$ cat config.mk
export PLATFORM = sky130hd
export DESIGN_NAME = cdram_rowcache
export DESIGN_NICKNAME = d
export VERILOG_FILES = /design/src/rtl/cdram_pkg.sv /design/src/rtl/cdram_col_latch.sv /design/src/rtl/cdram_tag_bank.sv /design/src/rtl/cdram_row_store.sv /design/src/rtl/cdram_out_latch.sv /design/src/rtl/cdram_rowcache.sv
export SDC_FILE = /design/constraint.sdc
export NUM_CORES = 2
export LEC_CHECK = 0
export ABC_AREA = 1
export BUFFER_PORTS_ARGS = -buffer_cell sky130_fd_sc_hd__buf_2
export CAP_MARGIN = 0
export CORE_UTILIZATION = 30
export CTS_BUF_LIST = sky130_fd_sc_hd__clkbuf_8
export DETAILED_ROUTE_END_ITERATION = 7
export PLACE_DENSITY_LB_ADDON = 0.15
export SYNTH_ARGS = -nofsm -noshare
export SYNTH_HDL_FRONTEND = slang
export SYNTH_SLANG_ARGS = --single-unit
$ cat constraint.sdc
create_clock -name clk -period 1.9 [get_ports clk]
set_input_delay 0.095 -clock clk [delete_from_list [all_inputs] [get_ports clk]]
set_output_delay 0.095 -clock clk [all_outputs]
set_load 0.05 [all_outputs]
$ cat src/rtl/cdram_pkg.sv
package cdram_pkg;
    localparam int ROW_W_DEF     = 11;
    localparam int COL_W_DEF     = 8;
    localparam int DATA_W_DEF    = 8;
    localparam int BANK_LSB_DEF  = 8;
    localparam int BANK_W_DEF    = 2;
    localparam int MEM_ROW_W_DEF = 2;
    localparam int MEM_COL_W_DEF = 4;

    typedef enum logic {
        OP_READ  = 1'b0,
        OP_WRITE = 1'b1
    } cyc_op_e;
endpackage

$ cat src/rtl/cdram_col_latch.sv
module cdram_col_latch #(
    parameter int COL_W = cdram_pkg::COL_W_DEF
) (
    input  logic             clk,
    input  logic             rst_n,
    input  logic             col_latch_n,
    input  logic [COL_W-1:0] addr_col,
    output logic [COL_W-1:0] col
);
    typedef struct packed {
        logic [COL_W-1:0] held;
    } cl_state_t;

    cl_state_t st_d, st_q;

    always_comb begin
        st_d = st_q;
        if (col_latch_n) begin
            st_d.held = addr_col;
        end
        col = col_latch_n ? addr_col : st_q.held;
    end

    always_ff @(posedge clk) begin
        if (!rst_n) begin
            st_q <= '0;
        end else begin
            st_q <= st_d;
        end
    end

    // on the first edge with the control low, the column equals the address seen one edge earlier
    p_capture_r2: assert property (@(posedge clk) disable iff (!rst_n)
        ($past(rst_n) && !col_latch_n && $past(col_latch_n)) |-> (col == $past(addr_col)));

    // the column stays fixed while the control stays low
    p_hold_r2: assert property (@(posedge clk) disable iff (!rst_n)
        ($past(rst_n) && !col_latch_n && !$past(col_latch_n)) |-> $stable(col));
endmodule

$ cat src/rtl/cdram_tag_bank.sv
module cdram_tag_bank #(
    parameter int ROW_W    = cdram_pkg::ROW_W_DEF,
    parameter int BANK_LSB = cdram_pkg::BANK_LSB_DEF,
    parameter int BANK_W   = cdram_pkg::BANK_W_DEF
) (
    input  logic             clk,
    input  logic             rst_n,
    input  logic [ROW_W-1:0] look_row,
    input  logic             fill_en,
    output logic             look_hit
);
    localparam int NBANK = 1 << BANK_W;

    typedef struct packed {
        logic [NBANK-1:0]            valid;
        logic [NBANK-1:0][ROW_W-1:0] tag;
    } tag_state_t;

    tag_state_t        st_d, st_q;
    logic [BANK_W-1:0] look_bank;

    always_comb begin
        look_bank = look_row[BANK_LSB +: BANK_W];
        look_hit  = st_q.valid[look_bank] && (st_q.tag[look_bank] == look_row);
        st_d      = st_q;
        if (fill_en) begin
            st_d.valid[look_bank] = 1'b1;
            st_d.tag[look_bank]   = look_row;
        end
    end

    always_ff @(posedge clk) begin
        if (!rst_n) begin
            st_q <= '0;
        end else begin
            st_q <= st_d;
        end
    end

    // after a fill, the bank holds the filled row as a valid entry
    p_fill_tags_r3: assert property (@(posedge clk) disable iff (!rst_n)
        fill_en |=> (st_q.valid[$past(look_bank)] && (st_q.tag[$past(look_bank)] == $past(look_row))));

    // a fill touches only the bank it addresses
    generate
        for (genvar b = 0; b < NBANK; b++) begin : g_bank_chk
            p_bank_isolated_r11: assert property (@(posedge clk) disable iff (!rst_n)
                (fill_en && (look_bank != BANK_W'(b))) |=> ($stable(st_q.tag[b]) && $stable(st_q.valid[b])));
        end
    endgenerate
endmodule

$ cat src/rtl/cdram_row_store.sv
module cdram_row_store #(
    parameter int ROW_W     = cdram_pkg::ROW_W_DEF,
    parameter int COL_W     = cdram_pkg::COL_W_DEF,
    parameter int DATA_W    = cdram_pkg::DATA_W_DEF,
    parameter int BANK_W    = cdram_pkg::BANK_W_DEF,
    parameter int MEM_ROW_W = cdram_pkg::MEM_ROW_W_DEF,
    parameter int MEM_COL_W = cdram_pkg::MEM_COL_W_DEF
) (
    input  logic              clk,
    input  logic              rst_n,
    input  logic              fill_en,
    input  logic [BANK_W-1:0] fill_bank,
    input  logic [ROW_W-1:0]  fill_row,
    input  logic              wr_en,
    input  logic [BANK_W-1:0] wr_bank,
    input  logic [ROW_W-1:0]  wr_row,
    input  logic [COL_W-1:0]  wr_col,
    input  logic [DATA_W-1:0] wr_data,
    input  logic              wr_cached,
    input  logic [BANK_W-1:0] rd_bank,
    input  logic [COL_W-1:0]  rd_col,
    output logic [DATA_W-1:0] rd_data
);
    localparam int NBANK     = 1 << BANK_W;
    localparam int NROW      = 1 << MEM_ROW_W;
    localparam int NCOL      = 1 << MEM_COL_W;
    localparam int MEM_DEPTH = NBANK * NROW * NCOL;
    localparam int IDX_W     = BANK_W + MEM_ROW_W + MEM_COL_W;

    typedef struct packed {
        logic [MEM_DEPTH-1:0][DATA_W-1:0]         cells;
        logic [NBANK-1:0][NCOL-1:0][DATA_W-1:0]   line;
    } store_t;

    store_t               st_d, st_q;
    logic [IDX_W-1:0]     wr_idx;
    logic [MEM_COL_W-1:0] wr_slot;
    logic [MEM_COL_W-1:0] rd_slot;
    logic [IDX_W-1:0]     fill_base;

    function automatic logic [MEM_COL_W-1:0] col_slot(input logic [COL_W-1:0] c);
        return MEM_COL_W'(int'(c) % NCOL);
    endfunction

    function automatic logic [IDX_W-1:0] row_base(input logic [BANK_W-1:0] b,
                                                  input logic [ROW_W-1:0]  r);
        return IDX_W'((int'(b) * NROW + (int'(r) % NROW)) * NCOL);
    endfunction

    always_comb begin
        st_d      = st_q;
        wr_slot   = col_slot(wr_col);
        rd_slot   = col_slot(rd_col);
        wr_idx    = row_base(wr_bank, wr_row) + IDX_W'(wr_slot);
        fill_base = row_base(fill_bank, fill_row);

        if (fill_en) begin
            for (int c = 0; c < NCOL; c++) begin
                st_d.line[fill_bank][MEM_COL_W'(c)] = st_q.cells[fill_base + IDX_W'(c)];
            end
        end

        if (wr_en) begin
            st_d.cells[wr_idx] = wr_data;
            if (wr_cached) begin
                st_d.line[wr_bank][wr_slot] = wr_data;
            end
        end

        rd_data = st_q.line[rd_bank][rd_slot];
    end

    always_ff @(posedge clk) begin
        if (!rst_n) begin
            st_q <= '0;
        end else begin
            st_q <= st_d;
        end
    end

    // an accepted write lands in the array cell it addresses
    p_write_lands_r7: assert property (@(posedge clk) disable iff (!rst_n)
        wr_en |=> (st_q.cells[$past(wr_idx)] == $past(wr_data)));

    // a write to the cached row reaches the row register too
    p_cache_follows_r8: assert property (@(posedge clk) disable iff (!rst_n)
        (wr_en && wr_cached) |=> (st_q.line[$past(wr_bank)][$past(wr_slot)] == $past(wr_data)));

    // with no write and no fill, the array and row registers do not change
    p_quiet_store_r7: assert property (@(posedge clk) disable iff (!rst_n)
        ($past(rst_n) && !$past(wr_en) && !$past(fill_en)) |-> $stable(st_q));
endmodule

$ cat src/rtl/cdram_out_latch.sv
module cdram_out_latch #(
    parameter int DATA_W = cdram_pkg::DATA_W_DEF
) (
    input  logic              clk,
    input  logic              rst_n,
    input  logic              col_latch_n,
    input  logic              out_latch_en,
    input  logic [DATA_W-1:0] rd_data,
    output logic [DATA_W-1:0] dout
);
    typedef struct packed {
        logic [DATA_W-1:0] kept;
    } ol_state_t;

    ol_state_t st_d, st_q;
    logic      holding;

    always_comb begin
        holding = out_latch_en && col_latch_n;
        st_d    = st_q;
        if (!holding) begin
            st_d.kept = rd_data;
        end
        dout = holding ? st_q.kept : rd_data;
    end

    always_ff @(posedge clk) begin
        if (!rst_n) begin
            st_q <= '0;
        end else begin
            st_q <= st_d;
        end
    end

    // the output does not move while the hold condition persists
    p_out_hold_r6: assert property (@(posedge clk) disable iff (!rst_n)
        ($past(rst_n) && holding && $past(holding)) |-> $stable(dout));

    // a transparent latch shows the selected byte
    p_out_pass_r6: assert property (@(posedge clk) disable iff (!rst_n)
        !out_latch_en |-> (dout == rd_data));
endmodule

$ cat src/rtl/cdram_rowcache.sv
module cdram_rowcache #(
    parameter int ROW_W     = cdram_pkg::ROW_W_DEF,
    parameter int COL_W     = cdram_pkg::COL_W_DEF,
    parameter int DATA_W    = cdram_pkg::DATA_W_DEF,
    parameter int BANK_LSB  = cdram_pkg::BANK_LSB_DEF,
    parameter int BANK_W    = cdram_pkg::BANK_W_DEF,
    parameter int MEM_ROW_W = cdram_pkg::MEM_ROW_W_DEF,
    parameter int MEM_COL_W = cdram_pkg::MEM_COL_W_DEF
) (
    input  logic              clk,
    input  logic              rst_n,
    input  logic              row_en_n,
    input  logic              col_latch_n,
    input  logic              refresh_n,
    input  logic              wr_rd,
    input  logic              write_en_n,
    input  logic              out_en_n,
    input  logic              out_latch_en,
    input  logic [ROW_W-1:0]  addr,
    input  logic [DATA_W-1:0] din,
    output logic [DATA_W-1:0] dout,
    output logic              dout_en,
    output logic              hit_n
);
    import cdram_pkg::*;

    typedef struct packed {
        logic              strobe_prev;
        logic              active;
        logic              matched;
        cyc_op_e           op;
        logic [BANK_W-1:0] bank;
        logic [ROW_W-1:0]  row;
        logic              read_mode;
        logic [BANK_W-1:0] read_bank;
    } ctl_t;

    ctl_t              ctl_d, ctl_q;
    logic              strobe_fall;
    logic              row_cycle;
    logic [BANK_W-1:0] addr_bank;
    logic              tag_hit;
    logic              fill_en;
    logic              wr_fire;
    logic [COL_W-1:0]  col;
    logic [DATA_W-1:0] rd_data;

    always_comb begin
        strobe_fall = !row_en_n && ctl_q.strobe_prev;
        row_cycle   = strobe_fall && refresh_n;
        addr_bank   = addr[BANK_LSB +: BANK_W];
        fill_en     = row_cycle && !wr_rd && !tag_hit;
        wr_fire     = ctl_q.active && (ctl_q.op == OP_WRITE) && !col_latch_n && !write_en_n;

        ctl_d             = ctl_q;
        ctl_d.strobe_prev = row_en_n;
        if (row_en_n) begin
            ctl_d.active = 1'b0;
        end
        if (row_cycle) begin
            ctl_d.active  = 1'b1;
            ctl_d.matched = tag_hit;
            ctl_d.op      = wr_rd ? OP_WRITE : OP_READ;
            ctl_d.bank    = addr_bank;
            ctl_d.row     = addr;
            if (wr_rd) begin
                ctl_d.read_mode = 1'b0;
            end else begin
                ctl_d.read_mode = 1'b1;
                ctl_d.read_bank = addr_bank;
            end
        end

        hit_n   = !(ctl_q.active && ctl_q.matched);
        dout_en = !out_en_n && ctl_q.read_mode;
    end

    always_ff @(posedge clk) begin
        if (!rst_n) begin
            ctl_q             <= '0;
            ctl_q.strobe_prev <= 1'b1;
            ctl_q.op          <= OP_READ;
        end else begin
            ctl_q <= ctl_d;
        end
    end

    cdram_col_latch #(
        .COL_W (COL_W)
    ) u_col_latch (
        .clk         (clk),
        .rst_n       (rst_n),
        .col_latch_n (col_latch_n),
        .addr_col    (addr[COL_W-1:0]),
        .col         (col)
    );

    cdram_tag_bank #(
        .ROW_W    (ROW_W),
        .BANK_LSB (BANK_LSB),
        .BANK_W   (BANK_W)
    ) u_tag_bank (
        .clk      (clk),
        .rst_n    (rst_n),
        .look_row (addr),
        .fill_en  (fill_en),
        .look_hit (tag_hit)
    );

    cdram_row_store #(
        .ROW_W     (ROW_W),
        .COL_W     (COL_W),
        .DATA_W    (DATA_W),
        .BANK_W    (BANK_W),
        .MEM_ROW_W (MEM_ROW_W),
        .MEM_COL_W (MEM_COL_W)
    ) u_row_store (
        .clk       (clk),
        .rst_n     (rst_n),
        .fill_en   (fill_en),
        .fill_bank (addr_bank),
        .fill_row  (addr),
        .wr_en     (wr_fire),
        .wr_bank   (ctl_q.bank),
        .wr_row    (ctl_q.row),
        .wr_col    (col),
        .wr_data   (din),
        .wr_cached (ctl_q.matched),
        .rd_bank   (ctl_q.read_bank),
        .rd_col    (col),
        .rd_data   (rd_data)
    );

    cdram_out_latch #(
        .DATA_W (DATA_W)
    ) u_out_latch (
        .clk          (clk),
        .rst_n        (rst_n),
        .col_latch_n  (col_latch_n),
        .out_latch_en (out_latch_en),
        .rd_data      (rd_data),
        .dout         (dout)
    );

    // a low hit flag implies the strobe was low at the previous edge
    p_hit_in_cycle_r4: assert property (@(posedge clk) disable iff (!rst_n)
        !hit_n |-> $past(!row_en_n));

    // a refresh strobe never shows a hit
    p_refresh_quiet_r1: assert property (@(posedge clk) disable iff (!rst_n)
        (strobe_fall && !refresh_n) |=> hit_n);

    // outputs are enabled only after a read cycle began
    p_read_only_drive_r9: assert property (@(posedge clk) disable iff (!rst_n)
        (row_cycle && wr_rd) |=> !dout_en);
endmodule

==> flow_summary_export.csv <==
group,metric,value,unit
min_path,whs_endpoint,"u_out_latch.st_q[1]$_SDFF_PN0_",
detailed_routing,route.detailed.wl_per_inst,20.5,µm
timing,unrepaired_setup_endpoints_after_global_routing,"true",
logic_synthesis,synth_adder_area_share,0,%
floorplanning,start_util,30.3,%
detailed_routing,via_count,82000,
critical_path,worst-setup-path-type,"flop to output pin",
detailed_routing,drtAntennaViolNets,0,
logic_synthesis,mappedNetlistArea,76300,µm²
timing,worst_clock_skew,0.0852,ns
logic_synthesis,post_synth_inst_count,11800,
floorplanning,fp.coreArea,252000,µm²
logic_synthesis,synth_top_area_cell,"sky130_fd_sc_hd__dfxtp_1",
floorplanning,pin_count,38,
critical_path,r2r_setup_slack,-1.16,ns
min_path,holdCritPathClass,"primary input to flop",
global_routing,grt.overflow.total,0,
global_routing,grtUsageTotal,24.9,%
critical_path,cp_data_arrival_time,3.37,ns
clocking,cts_tree,"yes",
cells_and_area,area_delta_synth_final,28.8,%
outcome,outcome,"complete, but fails checks",
place,buffer_ports.inserted,37,
timing,timing.setup.tns,-506.77,ns
timing,timing.final.crit_period,3.47,ns
cells_and_area,mostFrequentLayoutCell,"sky130_fd_sc_hd__nor2_1",
critical_path,worst-endpoint-required,1.80,ns
clocking,clock_sink_count,1607,
clocking,insertion_delay,1.05,ns
timing,postLayoutSetupSlackWorst,-1.57,ns
detailed_routing,postRouteWirelength,330,mm
min_path,hold-path-cell-count,7,
pwr,power.share.clock,44.8,%
logic_synthesis,ys_types,35,
critical_path,worstReg2RegEnd,"u_row_store.st_q[1931]$_SDFFE_PN0P_",
global_routing,antenna_found_initial,7,
critical_path,crit-reg2reg-launch,"u_col_latch.st_q[0]$_SDFF_PN0_",
logic_synthesis,synth_top_family_by_area,"simple AND/OR/NAND/NOR gates",
timing,worst_pin_slew,1.02,ns
pwr,pwr-share-comb,9.9,%
outcome,violated_checks,"negative hold slack, negative setup slack",
detailed_routing,router_iterations_before_antenna_repair,5,
timing,final-max-slew-violation-count,0,
pwr,internal_power,54.2,mW
floorplanning,floorplan.die_area,256000,µm²
logic_synthesis,synth_compound_gate_area_share,21.9,%
logic_synthesis,yosysWarningCount,0,
clocking,clock_root_buffer,"sky130_fd_sc_hd__clkbuf_8",
timing,setup-violations-final,1481,
global_routing,grt_start_max_net_pins,142,
cells_and_area,mostFrequentLayoutCells,"2838 x sky130_fd_sc_hd__nor2_1, 2345 x sky130_fd_sc_hd__o21ai_0, 1603 x sky130_fd_sc_hd__dfxtp_1",
detailed_routing,vias_per_cell,5.08,
logic_synthesis,share_of_synthesized_area_occupied_by_flip_flops_and_latches,42.2,%
pwr,sequentialPowerShare,45.2,%
critical_path,worst_setup_sp_type,"flop",
pwr,peakVddDrop,0.765,mV
critical_path,endpoint_kind,"output pin",
detailed_routing,detail_route.iter0.violations,7102,
floorplanning,placementRows,184,
place,gp_congestion,0.938,
logic_synthesis,synthesis.nets,11800,
clocking,deepest_level_of_the_cts_h_tree,5,
floorplanning,die_width,506,µm
logic_synthesis,yosys.area.top_type_share,42.2,%
detailed_routing,remaining_drc_errors,0,
clocking,register_clock_pin_slew_on_the_reported_worst_setup_and_hold_paths,0.06,ns
pwr,report.power.total,74.8,mW
global_routing,grt_first_pass_wirelength,493,mm
place,dp_hpwl,215,mm
clocking,cts_buffers,310,
cells_and_area,post_layout_net_count,12600,
logic_synthesis,netlist_top_cells_area,"sky130_fd_sc_hd__dfxtp_1 42%, sky130_fd_sc_hd__o21ai_0 16%, sky130_fd_sc_hd__nor2_1 14%",
pwr,switchingPower,20.6,mW
logic_synthesis,yosys_reg_bits,1607,
cells_and_area,num-fill-cells,26500,
critical_path,ff2ff_path_depth,24,
min_path,min_from,"out_latch_en",
timing,slew-limit-headroom,32.1,%
timing,tcrit_tclk_final,182,%
floorplanning,die_height,506,µm
logic_synthesis,synthSimpleGateAreaFrac,26.4,%
job,cap_viol_max_count,0,
pwr,power.switching_fraction,27.5,%
pwr,power.leakage,44.7,nW
global_routing,number_of_global_route_vias_before_repair,76900,
cells_and_area,final_layout_size_suffix_gt1_share,17.0,%
clocking,max-clock-path-buffers,4,
logic_synthesis,synth-xor-area-share,0,%
clocking,cts_hold_buf,51,
timing,worst_hold_slack_after_final_layout,-0.225,ns
timing,clock.fmax,288,MHz
logic_synthesis,syn-mean-instance-area,6.49,µm²
logic_synthesis,post_synth_mux_area_share,0,%
timing,hold_violations,8,
pwr,power_density,762,nW/µm²
critical_path,crit_path_max_fanout,8,
registers in the layout, summed over array words and instances, names as in the netlist:
signal / count
u_row_store.st_q: 1536
u_tag_bank.st_q: 48
ctl_q: 11
u_out_latch.st_q: 8
u_col_latch.st_q: 4
final cells by class:
type / instances / area (µm²) / share of cell area, %
multi-input cells: 8290 / 38100 / 38.8
repair buffers: 1346 / 13900 / 14.2
inverters: 1038 / 4040 / 4.11
flip-flops and latches: 1607 / 32200 / 32.7
clock inverters: 126 / 547 / 0.556
clock buffers: 380 / 5230 / 5.32
well taps: 3348 / 4190 / 4.26
repair inverters: 2 / 12.5 / 0.0127
diodes: 3 / 7.51 / 0.00764
synthesized netlist by cell type (all sizes together):
cell and number:
clkbuf 605, nor3 4, nand2 1391, o21ai 2521, nand3b 3, a22o 3, or2 9, nor2 3009
o21a 1, a21boi 5, o211ai 34, clkinv 7, a21oi 533, a21o 1, o22ai 138, inv 1031
dfxtp 1607, and3 1, a211oi 1, nand3 560, buf 228, and2 1, a31oi 33, o31ai 2
nand4 36
worst max path at each step:
stage	cells after the start	slack (ns)	endpoint	from
after detailed placement	12	-1.01	dout[4]	ctl_q[0]$_SDFFE_PN0P_
after CTS	18	-1.65	dout[3]	ctl_q[0]$_SDFFE_PN0P_
after floorplan	11	0.0005	dout[1]	ctl_q[0]$_SDFFE_PN0P_
final	16	-1.57	dout[1]	ctl_q[0]$_SDFFE_PN0P_
after global placement	12	-1.04	dout[4]	ctl_q[0]$_SDFFE_PN0P_
after global routing	16	-1.69	dout[3]	ctl_q[0]$_SDFFE_PN0P_
what timing repair did:
item,in CTS,in global routing
pin swaps,100,59
setup endpoints to repair,1514,1587
gates cloned,23,8
endpoints found under the hold margin,1607,8
setup buffers,52,14
resized for setup,396,227
critical path, stage by stage, from the launching register on:
cell and delay (ns):
sky130_fd_sc_hd__dfxtp_4 0.36, sky130_fd_sc_hd__buf_12 0.15, sky130_fd_sc_hd__buf_12 0.15, sky130_fd_sc_hd__buf_16 0.15
sky130_fd_sc_hd__buf_12 0.14, sky130_fd_sc_hd__o21ai_0 0.14, sky130_fd_sc_hd__o22ai_1 0.09, sky130_fd_sc_hd__nand2_1 0.07
sky130_fd_sc_hd__nand2_2 0.09, sky130_fd_sc_hd__nor2_2 0.11, sky130_fd_sc_hd__nor2_1 0.06, sky130_fd_sc_hd__nor2_2 0.22
sky130_fd_sc_hd__buf_4 0.17, sky130_fd_sc_hd__nand3_4 0.09, sky130_fd_sc_hd__nand2_4 0.11, sky130_fd_sc_hd__clkinvlp_4 0.08
sky130_fd_sc_hd__buf_6 0.15
logic make-up (layout without fill, tap and decap cells):
logic type,Yosys count,in the layout
AOI/OAI and AO/OA,3272,3272
buffers and inverters,1871,2892
DFF,1607,1607
other,0,3
and+or+nand+nor,5014,5018
per-stage QoR:
stage	cell area, µm²	instances	setup slack (ns)	utilization [%]	hold slack [ns]
after detailed placement	89000	15500	-1.01	35.3	0.328
after floorplan	76400	11800	0.000530	-	0.215
after global placement	89000	15500	-1.04	35.3	0.322
after CTS	97500	16100	-1.65	38.7	-0.328
final	98300	16100	-1.57	39.0	-0.225
after global routing	98300	16100	-1.69	39.0	-0.278
power by group through the flow:
stage,logic (mW),clock network (mW),registers (mW)
after global placement,6.76,0,34.6
after detailed placement,6.75,0,34.6
after floorplan,3.37,0,34.6
after CTS,7.24,34.4,33.9
after global routing,7.91,35.9,33.8
final,7.44,33.5,33.9
metal layers:
metal	wire length [µm]	vias to the layer above	track usage (%)
li1	-	39700	-
met1	150000	39200	34.1
met2	149000	2568	39.8
met3	19900	529	3.58
met4	11300	0	8.06
met5	0	-	0
Note: power is estimated with default switching activity, not from simulation.
